**src/rtl/sdram_seq_pkg.sv**
```systemverilog
package sdram_seq_pkg;

  typedef enum logic [3:0] {
    ST_PAUSE,
    ST_INIT_PRE,
    ST_INIT_TRP,
    ST_INIT_REF,
    ST_INIT_TRC,
    ST_MODE,
    ST_MODE_WAIT,
    ST_READY,
    ST_RF_PRE,
    ST_RF_TRP,
    ST_RF_REF,
    ST_RF_TRC
  } seq_state_t;

  typedef enum logic [1:0] {
    OP_NOP,
    OP_PRE_ALL,
    OP_AREF,
    OP_MODE
  } sdram_op_t;

  typedef struct packed {
    logic cs_n;
    logic ras_n;
    logic cas_n;
    logic we_n;
  } pin_cmd_t;

  // Minimum gap: duration rounded up to whole cycles, never below floor_min.
  function automatic int unsigned span_cycles(input int unsigned dur_ps,
                                              input int unsigned clk_ps,
                                              input int unsigned floor_min);
    int unsigned q;
    q = dur_ps / clk_ps;
    if (q * clk_ps < dur_ps) q = q + 1;
    if (q < floor_min) q = floor_min;
    return q;
  endfunction

  // Maximum spacing: duration rounded down, so the deadline is never missed.
  function automatic int unsigned fit_cycles(input int unsigned dur_ps,
                                             input int unsigned clk_ps);
    return dur_ps / clk_ps;
  endfunction

  // Counter reload so that a grant in the request's first cycle lands the
  // auto-refresh exactly one interval after the previous one.
  function automatic int unsigned req_lead(input int unsigned interval,
                                           input int unsigned rp);
    return interval - rp - 2;
  endfunction

  function automatic int unsigned bits_for(input int unsigned v);
    int unsigned b;
    b = $clog2(v + 1);
    return (b < 1) ? 1 : b;
  endfunction

  function automatic int unsigned max3(input int unsigned a,
                                       input int unsigned b,
                                       input int unsigned c);
    int unsigned m;
    m = (a > b) ? a : b;
    return (m > c) ? m : c;
  endfunction

  function automatic pin_cmd_t encode_op(input sdram_op_t op);
    pin_cmd_t p;
    case (op)
      OP_PRE_ALL: p = '{cs_n: 1'b0, ras_n: 1'b0, cas_n: 1'b1, we_n: 1'b0};
      OP_AREF:    p = '{cs_n: 1'b0, ras_n: 1'b0, cas_n: 1'b0, we_n: 1'b1};
      OP_MODE:    p = '{cs_n: 1'b0, ras_n: 1'b0, cas_n: 1'b0, we_n: 1'b0};
      default:    p = '{cs_n: 1'b0, ras_n: 1'b1, cas_n: 1'b1, we_n: 1'b1};
    endcase
    return p;
  endfunction

endpackage

```
**src/rtl/seq_timer.sv**
```systemverilog
// Shared gap counter: loaded when a command issues, flags its last wait cycle.
module seq_timer #(
  parameter int unsigned W       = 16,
  parameter int unsigned RST_VAL = 1
) (
  input  logic         clk,
  input  logic         rst_n,
  input  logic         load,
  input  logic [W-1:0] load_val,
  output logic         last
);
  logic [W-1:0] cnt_q;

  always_ff @(posedge clk or negedge rst_n) begin
    if (!rst_n)              cnt_q <= W'(RST_VAL);
    else if (load)           cnt_q <= load_val;
    else if (cnt_q != '0)    cnt_q <= cnt_q - 1'b1;
  end

  assign last = (cnt_q == W'(1));
endmodule

```
**src/rtl/refresh_interval.sv**
```systemverilog
// Interval counter: restarts on every auto-refresh, pulses when a refresh falls due.
module refresh_interval #(
  parameter int unsigned W   = 8,
  parameter int unsigned GAP = 46
) (
  input  logic clk,
  input  logic rst_n,
  input  logic reload,
  output logic due
);
  logic [W-1:0] cnt_q;

  always_ff @(posedge clk or negedge rst_n) begin
    if (!rst_n)            cnt_q <= '0;
    else if (reload)       cnt_q <= W'(GAP);
    else if (cnt_q != '0)  cnt_q <= cnt_q - 1'b1;
  end

  assign due = (cnt_q == W'(1)) && !reload;
endmodule

```
**src/rtl/cmd_drive.sv**
```systemverilog
// Turns the abstract operation into pin levels and an address word.
module cmd_drive
  import sdram_seq_pkg::*;
#(
  parameter int unsigned   AW        = 10,
  parameter int unsigned   AP_BIT    = 8,
  parameter logic [AP_BIT:0] MODE_CODE = '0
) (
  input  sdram_op_t       op,
  output logic            cs_n,
  output logic            ras_n,
  output logic            cas_n,
  output logic            we_n,
  output logic [AW-1:0]   addr
);
  pin_cmd_t pins;

  always_comb begin
    pins = encode_op(op);
    addr = '0;
    case (op)
      OP_PRE_ALL: addr[AP_BIT] = 1'b1;
      OP_MODE:    addr[AP_BIT:0] = MODE_CODE;
      default:    addr = '0;
    endcase
  end

  assign cs_n  = pins.cs_n;
  assign ras_n = pins.ras_n;
  assign cas_n = pins.cas_n;
  assign we_n  = pins.we_n;
endmodule

```
**src/rtl/sdram_boot_refresh.sv**
```systemverilog
module sdram_boot_refresh
  import sdram_seq_pkg::*;
#(
  parameter int unsigned     CLK_PS          = 8000,
  parameter int unsigned     PAUSE_PS        = 200_000_000,
  parameter int unsigned     TRC_PS          = 72_000,
  parameter int unsigned     TRP_PS          = 24_000,
  parameter int unsigned     MRD_CYC         = 2,
  parameter int unsigned     INIT_REFS       = 8,
  parameter int unsigned     REF_INTERVAL_PS = 15_625_000,
  parameter int unsigned     AW              = 10,
  parameter int unsigned     AP_BIT          = 8,
  parameter logic [AP_BIT:0] MODE_CODE       = 9'h022
) (
  input  logic          clk,
  input  logic          rst_n,
  input  logic          ref_grant,
  output logic          cke,
  output logic          cs_n,
  output logic          ras_n,
  output logic          cas_n,
  output logic          we_n,
  output logic [AW-1:0] addr,
  output logic          ready,
  output logic          ref_req
);
  localparam int unsigned PAUSE_CYC = span_cycles(PAUSE_PS, CLK_PS, 1);
  localparam int unsigned RC_CYC    = span_cycles(TRC_PS, CLK_PS, 2);
  localparam int unsigned RP_CYC    = span_cycles(TRP_PS, CLK_PS, 2);
  localparam int unsigned MRD       = (MRD_CYC < 2) ? 2 : MRD_CYC;
  localparam int unsigned RI_CYC    = fit_cycles(REF_INTERVAL_PS, CLK_PS);
  localparam int unsigned REQ_GAP   = req_lead(RI_CYC, RP_CYC);
  localparam int unsigned TW        = bits_for(max3(PAUSE_CYC, RC_CYC, max3(RP_CYC, MRD, 1)));
  localparam int unsigned IW        = bits_for(REQ_GAP);
  localparam int unsigned NW        = bits_for(INIT_REFS);
  localparam int unsigned GMAX      = RC_CYC + RP_CYC + MRD + 4;
  localparam int unsigned GW        = bits_for(GMAX);

  seq_state_t    state_q, state_d;
  sdram_op_t     op;
  logic          tm_load, tm_last;
  logic [TW-1:0] tm_val;
  logic [NW-1:0] nref_q;
  logic          refs_done;
  logic          aref_issue;
  logic          ri_due;
  logic          pend_q;
  logic          grant_take;

  seq_timer #(.W(TW), .RST_VAL(PAUSE_CYC)) u_timer (
    .clk(clk), .rst_n(rst_n), .load(tm_load), .load_val(tm_val), .last(tm_last)
  );

  refresh_interval #(.W(IW), .GAP(REQ_GAP)) u_interval (
    .clk(clk), .rst_n(rst_n), .reload(aref_issue), .due(ri_due)
  );

  cmd_drive #(.AW(AW), .AP_BIT(AP_BIT), .MODE_CODE(MODE_CODE)) u_drive (
    .op(op), .cs_n(cs_n), .ras_n(ras_n), .cas_n(cas_n), .we_n(we_n), .addr(addr)
  );

  assign refs_done  = (nref_q == NW'(INIT_REFS));
  assign grant_take = (state_q == ST_READY) && pend_q && ref_grant;

  always_comb begin
    state_d    = state_q;
    op         = OP_NOP;
    tm_load    = 1'b0;
    tm_val     = '0;
    aref_issue = 1'b0;
    case (state_q)
      ST_PAUSE:     if (tm_last) state_d = ST_INIT_PRE;
      ST_INIT_PRE: begin
        op      = OP_PRE_ALL;
        tm_load = 1'b1;
        tm_val  = TW'(RP_CYC - 1);
        state_d = ST_INIT_TRP;
      end
      ST_INIT_TRP:  if (tm_last) state_d = ST_INIT_REF;
      ST_INIT_REF: begin
        op         = OP_AREF;
        aref_issue = 1'b1;
        tm_load    = 1'b1;
        tm_val     = TW'(RC_CYC - 1);
        state_d    = ST_INIT_TRC;
      end
      ST_INIT_TRC:  if (tm_last) state_d = refs_done ? ST_MODE : ST_INIT_REF;
      ST_MODE: begin
        op      = OP_MODE;
        tm_load = 1'b1;
        tm_val  = TW'(MRD - 1);
        state_d = ST_MODE_WAIT;
      end
      ST_MODE_WAIT: if (tm_last) state_d = ST_READY;
      ST_READY:     if (grant_take) state_d = ST_RF_PRE;
      ST_RF_PRE: begin
        op      = OP_PRE_ALL;
        tm_load = 1'b1;
        tm_val  = TW'(RP_CYC - 1);
        state_d = ST_RF_TRP;
      end
      ST_RF_TRP:    if (tm_last) state_d = ST_RF_REF;
      ST_RF_REF: begin
        op         = OP_AREF;
        aref_issue = 1'b1;
        tm_load    = 1'b1;
        tm_val     = TW'(RC_CYC - 1);
        state_d    = ST_RF_TRC;
      end
      ST_RF_TRC:    if (tm_last) state_d = ST_READY;
      default:      state_d = ST_PAUSE;
    endcase
  end

  always_ff @(posedge clk or negedge rst_n) begin
    if (!rst_n) begin
      state_q <= ST_PAUSE;
      nref_q  <= '0;
      pend_q  <= 1'b0;
    end else begin
      state_q <= state_d;
      if (state_q == ST_INIT_REF) nref_q <= nref_q + 1'b1;
      if (grant_take)             pend_q <= 1'b0;
      else if (ri_due)            pend_q <= 1'b1;
    end
  end

  assign ready   = (state_q == ST_READY);
  assign ref_req = pend_q && ready;
  assign cke     = 1'b1;

  // Command history for the gap checks below.
  sdram_op_t     last_op_q;
  logic [GW-1:0] gap_q;

  always_ff @(posedge clk or negedge rst_n) begin
    if (!rst_n) begin
      last_op_q <= OP_NOP;
      gap_q     <= '0;
    end else if (op != OP_NOP) begin
      last_op_q <= op;
      gap_q     <= GW'(1);
    end else if (gap_q != GW'(GMAX)) begin
      gap_q     <= gap_q + 1'b1;
    end
  end

  p_ref_after_pre_r3: assert property (@(posedge clk) disable iff (!rst_n)
    (op == OP_AREF && last_op_q == OP_PRE_ALL) |-> gap_q >= GW'(RP_CYC));

  p_ref_after_ref_r3: assert property (@(posedge clk) disable iff (!rst_n)
    (op == OP_AREF && last_op_q == OP_AREF) |-> gap_q >= GW'(RC_CYC));

  p_mode_after_ref_r4: assert property (@(posedge clk) disable iff (!rst_n)
    (op == OP_MODE) |-> (last_op_q == OP_AREF && gap_q >= GW'(RC_CYC)));

  p_ready_gap_r5: assert property (@(posedge clk) disable iff (!rst_n)
    $rose(ready) |-> ((last_op_q == OP_MODE) ? (gap_q >= GW'(MRD)) : (gap_q >= GW'(RC_CYC))));

  p_req_held_r7: assert property (@(posedge clk) disable iff (!rst_n)
    (ref_req && !ref_grant) |=> ref_req);

  p_grant_pre_r8: assert property (@(posedge clk) disable iff (!rst_n)
    (ref_req && ref_grant) |=> (op == OP_PRE_ALL && addr[AP_BIT] && !ready && !ref_req));

  p_no_spurious_r9: assert property (@(posedge clk) disable iff (!rst_n)
    (ready && !ref_req) |=> ready);

  p_quiet_ready_r11: assert property (@(posedge clk) disable iff (!rst_n)
    ready |-> ({cs_n, ras_n, cas_n, we_n} == 4'b0111 && addr == '0));

endmodule

```
**config.mk**
```make
export PLATFORM = sky130hd
export DESIGN_NAME = sdram_boot_refresh
export DESIGN_NICKNAME = d
export VERILOG_FILES = /design/src/rtl/sdram_seq_pkg.sv /design/src/rtl/seq_timer.sv /design/src/rtl/refresh_interval.sv /design/src/rtl/cmd_drive.sv /design/src/rtl/sdram_boot_refresh.sv
export SDC_FILE = /design/constraint.sdc
export NUM_CORES = 1
export LEC_CHECK = 0
export ABC_AREA = 1
export BUFFER_PORTS_ARGS = -buffer_cell sky130_fd_sc_hd__buf_2
export CAP_MARGIN = 10
export CORE_ASPECT_RATIO = 1.75
export CORE_MARGIN = 1.5
export CORE_UTILIZATION = 55
export CTS_BUF_LIST = sky130_fd_sc_hd__clkbuf_4 sky130_fd_sc_hd__clkbuf_8
export DETAILED_ROUTE_END_ITERATION = 6
export PLACE_DENSITY = 0.77
export SLEW_MARGIN = 40
export SYNTH_ARGS = -nofsm -noshare
export SYNTH_HDL_FRONTEND = slang
export SYNTH_HIERARCHICAL = 1
export SYNTH_SLANG_ARGS = --single-unit
```
**constraint.sdc**
```tcl
create_clock -name clk -period 1.5 [get_ports clk]
set_input_delay 0.3 -clock clk [delete_from_list [all_inputs] [get_ports clk]]
set_output_delay 0.3 -clock clk [all_outputs]
set_load 0.02 [all_outputs]
```
==> After elaboration in Yosys (flattened, before gate mapping) <==
Index checks and enable logic that the tools add are counted.
{ "op_classes": {"add_sub_neg": 3, "n_eq_ne": 23, "n_mux": 21, "n_reduce_logical": 15} }
{ "op_table": {"columns": ["op", "count"], "rows": [
  ["4-bit case mux with 11 select lines", 1],
  ["15-bit two-way mux", 2],
  ["4-bit two-way mux", 6],
  ["11-bit two-way mux", 2],
  ["4-bit equality test, second input constant", 5],
  ["4-bit by 3-bit equality test with 1-bit output, second input constant", 4],
  ["15-bit by 1-bit equality test with 1-bit output, second input constant", 1],
  ["15-bit nonzero test", 1],
  ["15-bit by 1-bit subtractor with 15-bit output, second input constant", 1],
  ["4-bit case mux with 3 select lines", 1],
  ["11-bit by 1-bit equality test with 1-bit output, second input constant", 1],
  ["11-bit nonzero test", 1],
  ["11-bit by 1-bit subtractor with 11-bit output, second input constant", 1],
  ["3-bit case mux with 3 select lines", 1],
  ["4-bit by 2-bit equality test with 1-bit output, second input constant", 2],
  ["2-bit inequality test, second input constant", 4],
  ["6-bit two-way mux", 1],
  ["2-bit case mux with 3 select lines", 1],
  ["6-bit AND reduction", 1],
  ["2-bit nonzero test", 3],
  ["2-bit OR reduction", 3],
  ["1-bit two-way mux", 5],
  ["5-bit OR reduction", 1],
  ["4-bit by 1-bit adder with 4-bit output, second input constant", 1],
  ["other kinds (8)", 12]
]} }
{ "word_totals": {"ff_bits": 35, "output_inout_bits": 17, "elab_cells": 67} }

==> Depth between registers and ports, before layout <==
Gate-level depths: netlist of run 1.
{ "depth": {"ltp_word": 7, "mapped_depth": 12, "mapped_depth_nobuf": 11} }

==> Modules after synthesis <==
Netlist of run 1, hierarchy kept.
{ "modules_own_cells": {"columns": ["module", "instances", "cells_per_inst", "area_per_inst_um2", "seq_area_each_um2"], "rows": [
  ["seq_timer", 1, 155, 1039.7, 382.9],
  ["sdram_boot_refresh", 1, 100, 689.4, 225.2],
  ["refresh_interval", 1, 86, 635.6, 275.3],
  ["cmd_drive", 1, 16, 96.3, 0.0]
]} }

==> Least setup slack after synthesis of run 1 <==
OpenSTA, ideal clock, no wires.
{ "synth_timing": {"path_type": "register -> register", "from": "reg state_q[3]", "to": "reg u_timer.cnt_q[9]", "t_arrival_ns": 1.586, "t_required_ns": 1.387, "path_slack_ns": -0.199, "path_stages_with_launch": 12, "path_buffers": 0, "synth_period_minus_slack_ns": 1.699, "path_cell_list": "dfrtp_1 > inv_2 > nand2_1 > nor2_4 > nor2_4 > nand3_1 > inv_1 > or2_2 > nand2_1 > inv_1 > nand2_1 > inv_1"} }
{ "synth_between": {"elab_chain_len": 4} }
{ "synth_rtl": {"columns": ["element", "line_no", "rtl"], "rows": [
  ["from (decl)", "sdram_boot_refresh.sv:39", "seq_state_t state_q, state_d;"],
  ["from (signal assigned)", "sdram_boot_refresh.sv:121", "state_q <= state_d;"],
  ["4-bit by 2-bit equality test with 1-bit output, or another cell as far along", "sdram_boot_refresh.sv:71", "case (state_q)"],
  ["5-bit OR reduction (no source line) *", null, null],
  ["1-bit two-way mux *", "sdram_boot_refresh.sv:71", null],
  ["via tm_load", "sdram_boot_refresh.sv:41", "logic tm_load, tm_last;"],
  ["15-bit two-way mux or 2-bit nonzero test (tied branches)", null, null],
  ["to (signal assigned)", "seq_timer.sv:15", "if (!rst_n) cnt_q <= W'(RST_VAL);"],
  ["to (signal assigned)", "seq_timer.sv:16", "else if (load) cnt_q <= load_val;"],
  ["to (signal assigned)", "seq_timer.sv:17", "else if (cnt_q != '0) cnt_q <= cnt_q - 1'b1;"],
  ["to (decl)", "seq_timer.sv:12", "logic [W-1:0] cnt_q;"]
]} }
Mark *: on every way through the listed nets, which the timed path passes. The rest lies on a longest branch.
A chain may end at the register's enable or synchronous reset.

==> Final worst setup path of run 1 <==
{ "layout_timing": {"from": "reg state_q[2]", "to": "out addr[1]"} }
{ "layout_between": {"elab_chain_len": 5} }
{ "layout_rtl": {"columns": ["element", "line_no", "rtl"], "rows": [
  ["4-bit by 2-bit equality test with 1-bit output, or another cell as far along", "sdram_boot_refresh.sv:71", null],
  ["2-bit OR reduction (no source line)", null, null],
  ["2-bit case mux with 3 select lines *", "sdram_boot_refresh.sv:71", null],
  ["via op[0]", "sdram_boot_refresh.sv:40", "sdram_op_t op;"],
  ["2-bit equality test *", "cmd_drive.sv:21", "case (op)"],
  ["6-bit two-way mux *", "cmd_drive.sv:21", null],
  ["to (decl)", "sdram_boot_refresh.sv:23", "output logic [AW-1:0] addr,"]
]} }
Marks and branches as above.

==> flow_metrics.env, run 1 <==
export IMPL_final_nets=463
export IMPL_path_class="reg2out"
export IMPL_cpPeakStageDelay_ns=0.46
export IMPL_drv_cap=0
export IMPL_fin_util_pct=82.57
export IMPL_dieHeight_um=91.49
export IMPL_vdd_drop_max_uv=787.0
export IMPL_syn_cell_area_um2=2461
export IMPL_root_buffer="clkbuf_8"
export IMPL_grt_pass1_wl_mm=12.08
export IMPL_die_w_um=53.57
export IMPL_dp_cells=473
export IMPL_vias_per_cell=6.049
export IMPL_wire_per_inst_um=20.51
export IMPL_clk_pin_slew_ns=0.08
export IMPL_dp_hpwl_mm=4.438
export IMPL_io_buffers=10
export IMPL_clk_latency_ns=0.29
export IMPL_synth_lib_cells_used_distinct=30
export IMPL_routed_wl_mm=10.38
export IMPL_rsz0062_at_grt="true"
export IMPL_ys_warnings_count=6
export IMPL_cts_tree="yes"
export IMPL_hold_buffers=0
export IMPL_drtAntennaViolNets=0
export IMPL_cp_required_ns=1.20
export IMPL_layout_commonest_cell="nand2_1"
export IMPL_hold_viol_final=0
export IMPL_first_pass_iters=7
export IMPL_min_period_over_period_pct=129.6
export IMPL_power_density_nw_per_um2=534.6
export IMPL_fmax_mhz=514.4
export IMPL_worst_ep_arrival_time_ns=1.64
export IMPL_status="complete, but fails checks"
export IMPL_slew_viol_final=0
export IMPL_worst_slack_ns=-0.4440
export IMPL_clock_path_buffers=2
export IMPL_critical_path_buf_inv_count=3
export IMPL_violations="design-rule violations, negative setup slack"
export IMPL_p_leak_uw=0.001870
export IMPL_final_setup_viol_count=42
export IMPL_area_growth_pct=46.42
export IMPL_htree_levels=2
export IMPL_syn_inst=357
export IMPL_cts_sinks=35
export IMPL_ys_seq_area_share_pct=35.89
export IMPL_grt_max_degree=36
export IMPL_fin_skew_ns=0.009580
export IMPL_stdcell_count=506
export IMPL_layout_common_cells="nand2_1, buf_4, nor2_1"
export IMPL_rows=32
export IMPL_ios=20
export IMPL_grt_overflow_total=0
export IMPL_first_global_vias=2712
export IMPL_place_worst_setup_slack_ns=-0.1667
export IMPL_die_area_um2=4901
export IMPL_drive_gt1_share_pct=41.98
export IMPL_diodes=0
export IMPL_initial_core_util_pct=56.39
export IMPL_path_cells="inv_2, nand2_4, nor2_4, nor2_4, o21ai_4, nand2_1, inv_2, buf_6"
export IMPL_antenna_found_initial=0
export IMPL_grt_total_usage_pct=33.28
export IMPL_drc=1
export IMPL_end_kind="output port"
export IMPL_cp_max_fo=3
export IMPL_path_delay_family="flip-flops"
export IMPL_layout_min_cycle_time_ns=1.944
export IMPL_drt_initial_drc_count=277
export IMPL_vias=3061
export IMPL_slowest_stage="dfrtp_1"
export IMPL_setup_tns_ns=-9.675
export IMPL_ys_ff_latch=35
export IMPL_place_gp_congestion=0.8669
export IMPL_cp_start_kind="register"
export IMPL_hp_class="in2async"
export IMPL_syn_avg_cell_area_um2=6.894
export IMPL_core_area_um2=4364
export IMPL_numCtsBuffers=5
## cell usage after synthesis (all sizes together)
cell type  instances  area, µm²
nor3               2      15.01
dfstp              6      157.7
dfrtp             29      725.7
nor4               1      6.260
o211ai             1      7.510
nand3b             4      30.03
a21oi             12      60.06
or2                1      6.260
nand2            112      455.4
buf               13      95.09
nand4              1      6.260
ha                 6      75.07
xnor2              3      26.28
nand3             26      147.7
nor2              62      307.8
conb               3      11.26
xor2               2      17.52
inv               47      176.4
o21ai             26      133.9
## metrics by stage
stage,cell area [µm²],power (µW),hold slack (ns)
finish,3603,1927,0.03587
global route,3603,1965,0.08795
detailed placement,2949,1064,0.3643
floorplan,2559,1035,0.004409
global placement,2949,1063,0.3628
CTS,3302,1914,0.05259
## worst paths after layout
kind,startpoint,to,slack (ns),depth (start not counted)
worst max-delay path,state_q[2]$_DFFE_PN0P_,addr[1],-0.44,8
worst min-delay path,rst_n,u_timer/cnt_q[11]$_DFFE_PN0P_,0.04,2
worst max register to register,state_q[2]$_DFFE_PN0P_,u_timer/cnt_q[9]$_DFFE_PN0P_,-0.34,12
worst min register to register,pend_q$_DFFE_PN0P_,pend_q$_DFFE_PN0P_,0.53,2
max in group asynchronous,rst_n,state_q[3]$_DFFE_PN0P_,1.11,2
min in group clk,ref_grant,pend_q$_DFFE_PN0P_,0.32,4
## per-layer routing
metal	vias to the layer above	part of all wire (%)	GRT usage, %
met5	-	0	0
met3	97	8.2	4.770
met4	0	9.4	22.86
li1	1274	-	-
met2	265	49	55.45
met1	1425	34	36.76
## registers in the layout (all words and copies together) (netlist names)
register	cells
u_timer/cnt_q	15
u_interval/cnt_q	11
nref_q	4
state_q	4
pend_q	1
## final cells by class
cell class / instances / area, µm²
clock inverters: 3 / 43.79
well taps: 51 / 63.81
inverters: 47 / 188.9
repair buffers: 84 / 694.4
flip-flops and latches: 35 / 885.9
multi-input cells: 281 / 1658
fillers: 208 / 760.7
clock buffers: 5 / 68.82
## power by group
part / internal (µW) / total, µW / switching, µW
registers: 952 / 957 / 4.32
logic: 26.0 / 103 / 77.2
clock network: 495 / 867 / 372
## cells by family after synthesis
kind of cell | Yosys count | synth area share (%)
simple gates | 209 | 39.60
other cells | 3 | 0.4575
fa+ha+maj | 6 | 3.050
flops | 35 | 35.89
xor+xnor | 5 | 1.780
buf+inv | 60 | 11.03
compound gates | 39 | 8.185
## repair_timing
action	in CTS	in global routing
endpoints found under the setup margin	30	37
buffers inserted	10	15
pin swaps	10	25
gates resized for setup	46	62
gates cloned	1	1
No activity file was read; power rests on OpenSTA's default activity.
==> run 2, diff against run 1 <==
- BUFFER_PORTS_ARGS: -buffer_cell sky130_fd_sc_hd__buf_2 -> default
- DONT_BUFFER_PORTS: default -> 1
- PLACE_DENSITY: 0.77 -> 0.73
==> flow_metrics.env, run 2 (synthesis results as in run 1) <==
export IMPL_min_from="ref_grant"
export IMPL_worst_slack_ns=-0.3599
export IMPL_area_growth_pct=44.59
export IMPL_drive_gt1_share_pct=41.00
export IMPL_cp_required_ns=1.20
export IMPL_largest_register_ffs=15
export IMPL_setup_tns_ns=-6.222
export IMPL_dieHeight_um=91.49
export IMPL_clk_pin_slew_ns=0.08
export IMPL_drtAntennaViolNets=0
export IMPL_hold_depth=3
export IMPL_antenna_found_initial=0
export IMPL_slowest_stage="dfrtp_2"
export IMPL_layout_common_cells="nand2_1, buf_4, nor2_1"
export IMPL_reg_top3="u_timer/cnt_q (15), u_interval/cnt_q (11)"
export IMPL_initial_core_util_pct=56.39
export IMPL_final_nets=447
export IMPL_r2r_cells=11
export IMPL_power_total_uw=1849
export IMPL_wire_per_inst_um=16.18
export IMPL_rows=32
export IMPL_cpPeakStageDelay_ns=0.51
export IMPL_end_kind="output port"
export IMPL_io_buffers=0
export IMPL_clk_latency_ns=0.29
export IMPL_hold_end="pend_q$_DFFE_PN0P_"
export IMPL_layout_commonest_cell="nand2_1"
export IMPL_numCtsBuffers=5
export IMPL_grt_overflow_total=0
export IMPL_diodes=0
export IMPL_layout_min_cycle_time_ns=1.860
export IMPL_die_area_um2=4901
export IMPL_vias_per_cell=5.520
export IMPL_stdcell_count=490
export IMPL_slew_viol_final=0
export IMPL_worst_ep_arrival_time_ns=1.56
export IMPL_grt_pass1_wl_mm=10.34
export IMPL_routed_wl_mm=7.928
export IMPL_critical_path_buf_inv_count=2
export IMPL_path_cells="inv_2, nand2_2, nor2_4, nor2_4, o21ai_4, nand2_1, inv_4"
export IMPL_rsz0062_at_grt="true"
export IMPL_path_delay_family="flip-flops"
export IMPL_ios=20
export IMPL_drc=0
export IMPL_vdd_drop_max_uv=708.1
export IMPL_r2r_start="state_q[0]$_DFFE_PN0P_"
export IMPL_dp_hpwl_mm=4.285
export IMPL_grt_max_degree=36
export IMPL_place_gp_congestion=0.8908
export IMPL_hold_viol_final=0
export IMPL_cts_sinks=35
export IMPL_fmax_mhz=537.7
export IMPL_cts_tree="yes"
export IMPL_status="complete, but fails checks"
export IMPL_path_class="reg2out"
export IMPL_place_worst_setup_slack_ns=-0.1382
export IMPL_min_period_over_period_pct=124.0
export IMPL_dp_cells=460
export IMPL_grt_total_usage_pct=28.66
export IMPL_htree_levels=2
export IMPL_power_density_nw_per_um2=519.7
export IMPL_root_buffer="clkbuf_8"
export IMPL_first_global_vias=2437
export IMPL_clock_path_buffers=2
export IMPL_die_w_um=53.57
export IMPL_drt_initial_drc_count=104
export IMPL_rr_endpoint="u_timer/cnt_q[8]$_DFFE_PN1P_"
export IMPL_vias=2705
export IMPL_cp_max_fo=6
export IMPL_drv_cap=0
export IMPL_cp_start_kind="register"
export IMPL_violations="negative setup slack"
export IMPL_p_leak_uw=0.001824
export IMPL_rrSetupSlack_ns=-0.33
export IMPL_first_pass_iters=4
export IMPL_core_area_um2=4364
export IMPL_fin_skew_ns=0.003146
export IMPL_final_setup_viol_count=33
export IMPL_hp_class="in2reg"
export IMPL_crit_top_cell="nor2_4"
export IMPL_largest_register="u_timer/cnt_q"
run 2: changes by cell type in the layout (fill, tap and decap cells not counted), moves of 4 or more:
cell     previous run  this run
a21oi_1             7         3
o21ai_2             9         4
nor2_4             12        16
o21ai_1             8        12
buf_4              62        46
a21oi_2             4         9
run 2: per-stage QoR:
step	cell area, µm²	utilization (%)	hold WS (ns)
2_1_floorplan	2559	-	0.004409
3_3_place_gp	2902	66.49	0.005681
3_5_place_dp	2902	66.49	0.005632
4_1_cts	3267	74.86	0.1761
5_1_grt	3558	81.54	0.2185
6_report	3558	81.54	0.2111
run 2: how the worst max path moves through the flow:
stage                                    to                   start  cells after the start
5_1_grt                             addr[1]  state_q[0]$_DFFE_PN0P_                      7
3_3_place_gp                        addr[1]  state_q[0]$_DFFE_PN0P_                      6
2_1_floorplan  u_timer/cnt_q[9]$_DFFE_PN0P_  state_q[2]$_DFFE_PN0P_                     11
3_5_place_dp   u_timer/cnt_q[9]$_DFFE_PN0P_  state_q[0]$_DFFE_PN0P_                     10
6_report                            addr[1]  state_q[0]$_DFFE_PN0P_                      7
4_1_cts                             addr[8]  state_q[1]$_DFFE_PN0P_                      6
run 2: where the power goes:
part | internal [µW] | total, µW | switching, µW | leakage (µW)
sequential | 952 | 958 | 5.92 | 0.000430
clock | 418 | 793 | 375 | 0.0000505
combinational | 27.8 | 97.9 | 70.1 | 0.00134
run 2: cell type report:
| cell class | count | area, µm² |
|---|---|---|
| multi-input combinational | 281 | 1683 |
| sequential | 35 | 888.4 |
| fill | 240 | 805.8 |
| timing repair buffer | 68 | 618.1 |
| inverter | 47 | 201.4 |
| clock buffer | 7 | 96.34 |
| tap | 51 | 63.81 |
| clock inverter | 1 | 7.507 |
run 2: routing by layer:
layer  vias up  part of all wire [%]  GRT usage (%)
li1       1244                     -              -
met2       126                    55          52.78
met5         -                     0              0
met3        48                   4.1          4.112
met1      1287                    34          28.46
met4         0                   6.6          15.60
run 2: worst min-delay path: cells and delay by family:
family | cells | cell delay (ns)
buffers and inverters | 1 | 0.05
AO/OA/AOI/OAI | 1 | 0.06
AND/OR/NAND/NOR | 1 | 0.06
run 2: what timing repair did:
| item | CTS | global route |
|---|---|---|
| buffers inserted | 12 | 7 |
| pin swaps | 15 | 16 |
| endpoints found under the hold margin | 35 | 0 |
| hold buffers | 2 | 0 |
| endpoints found under the setup margin | 28 | 38 |
| resized for setup | 44 | 69 |
| gates cloned | 1 | 0 |
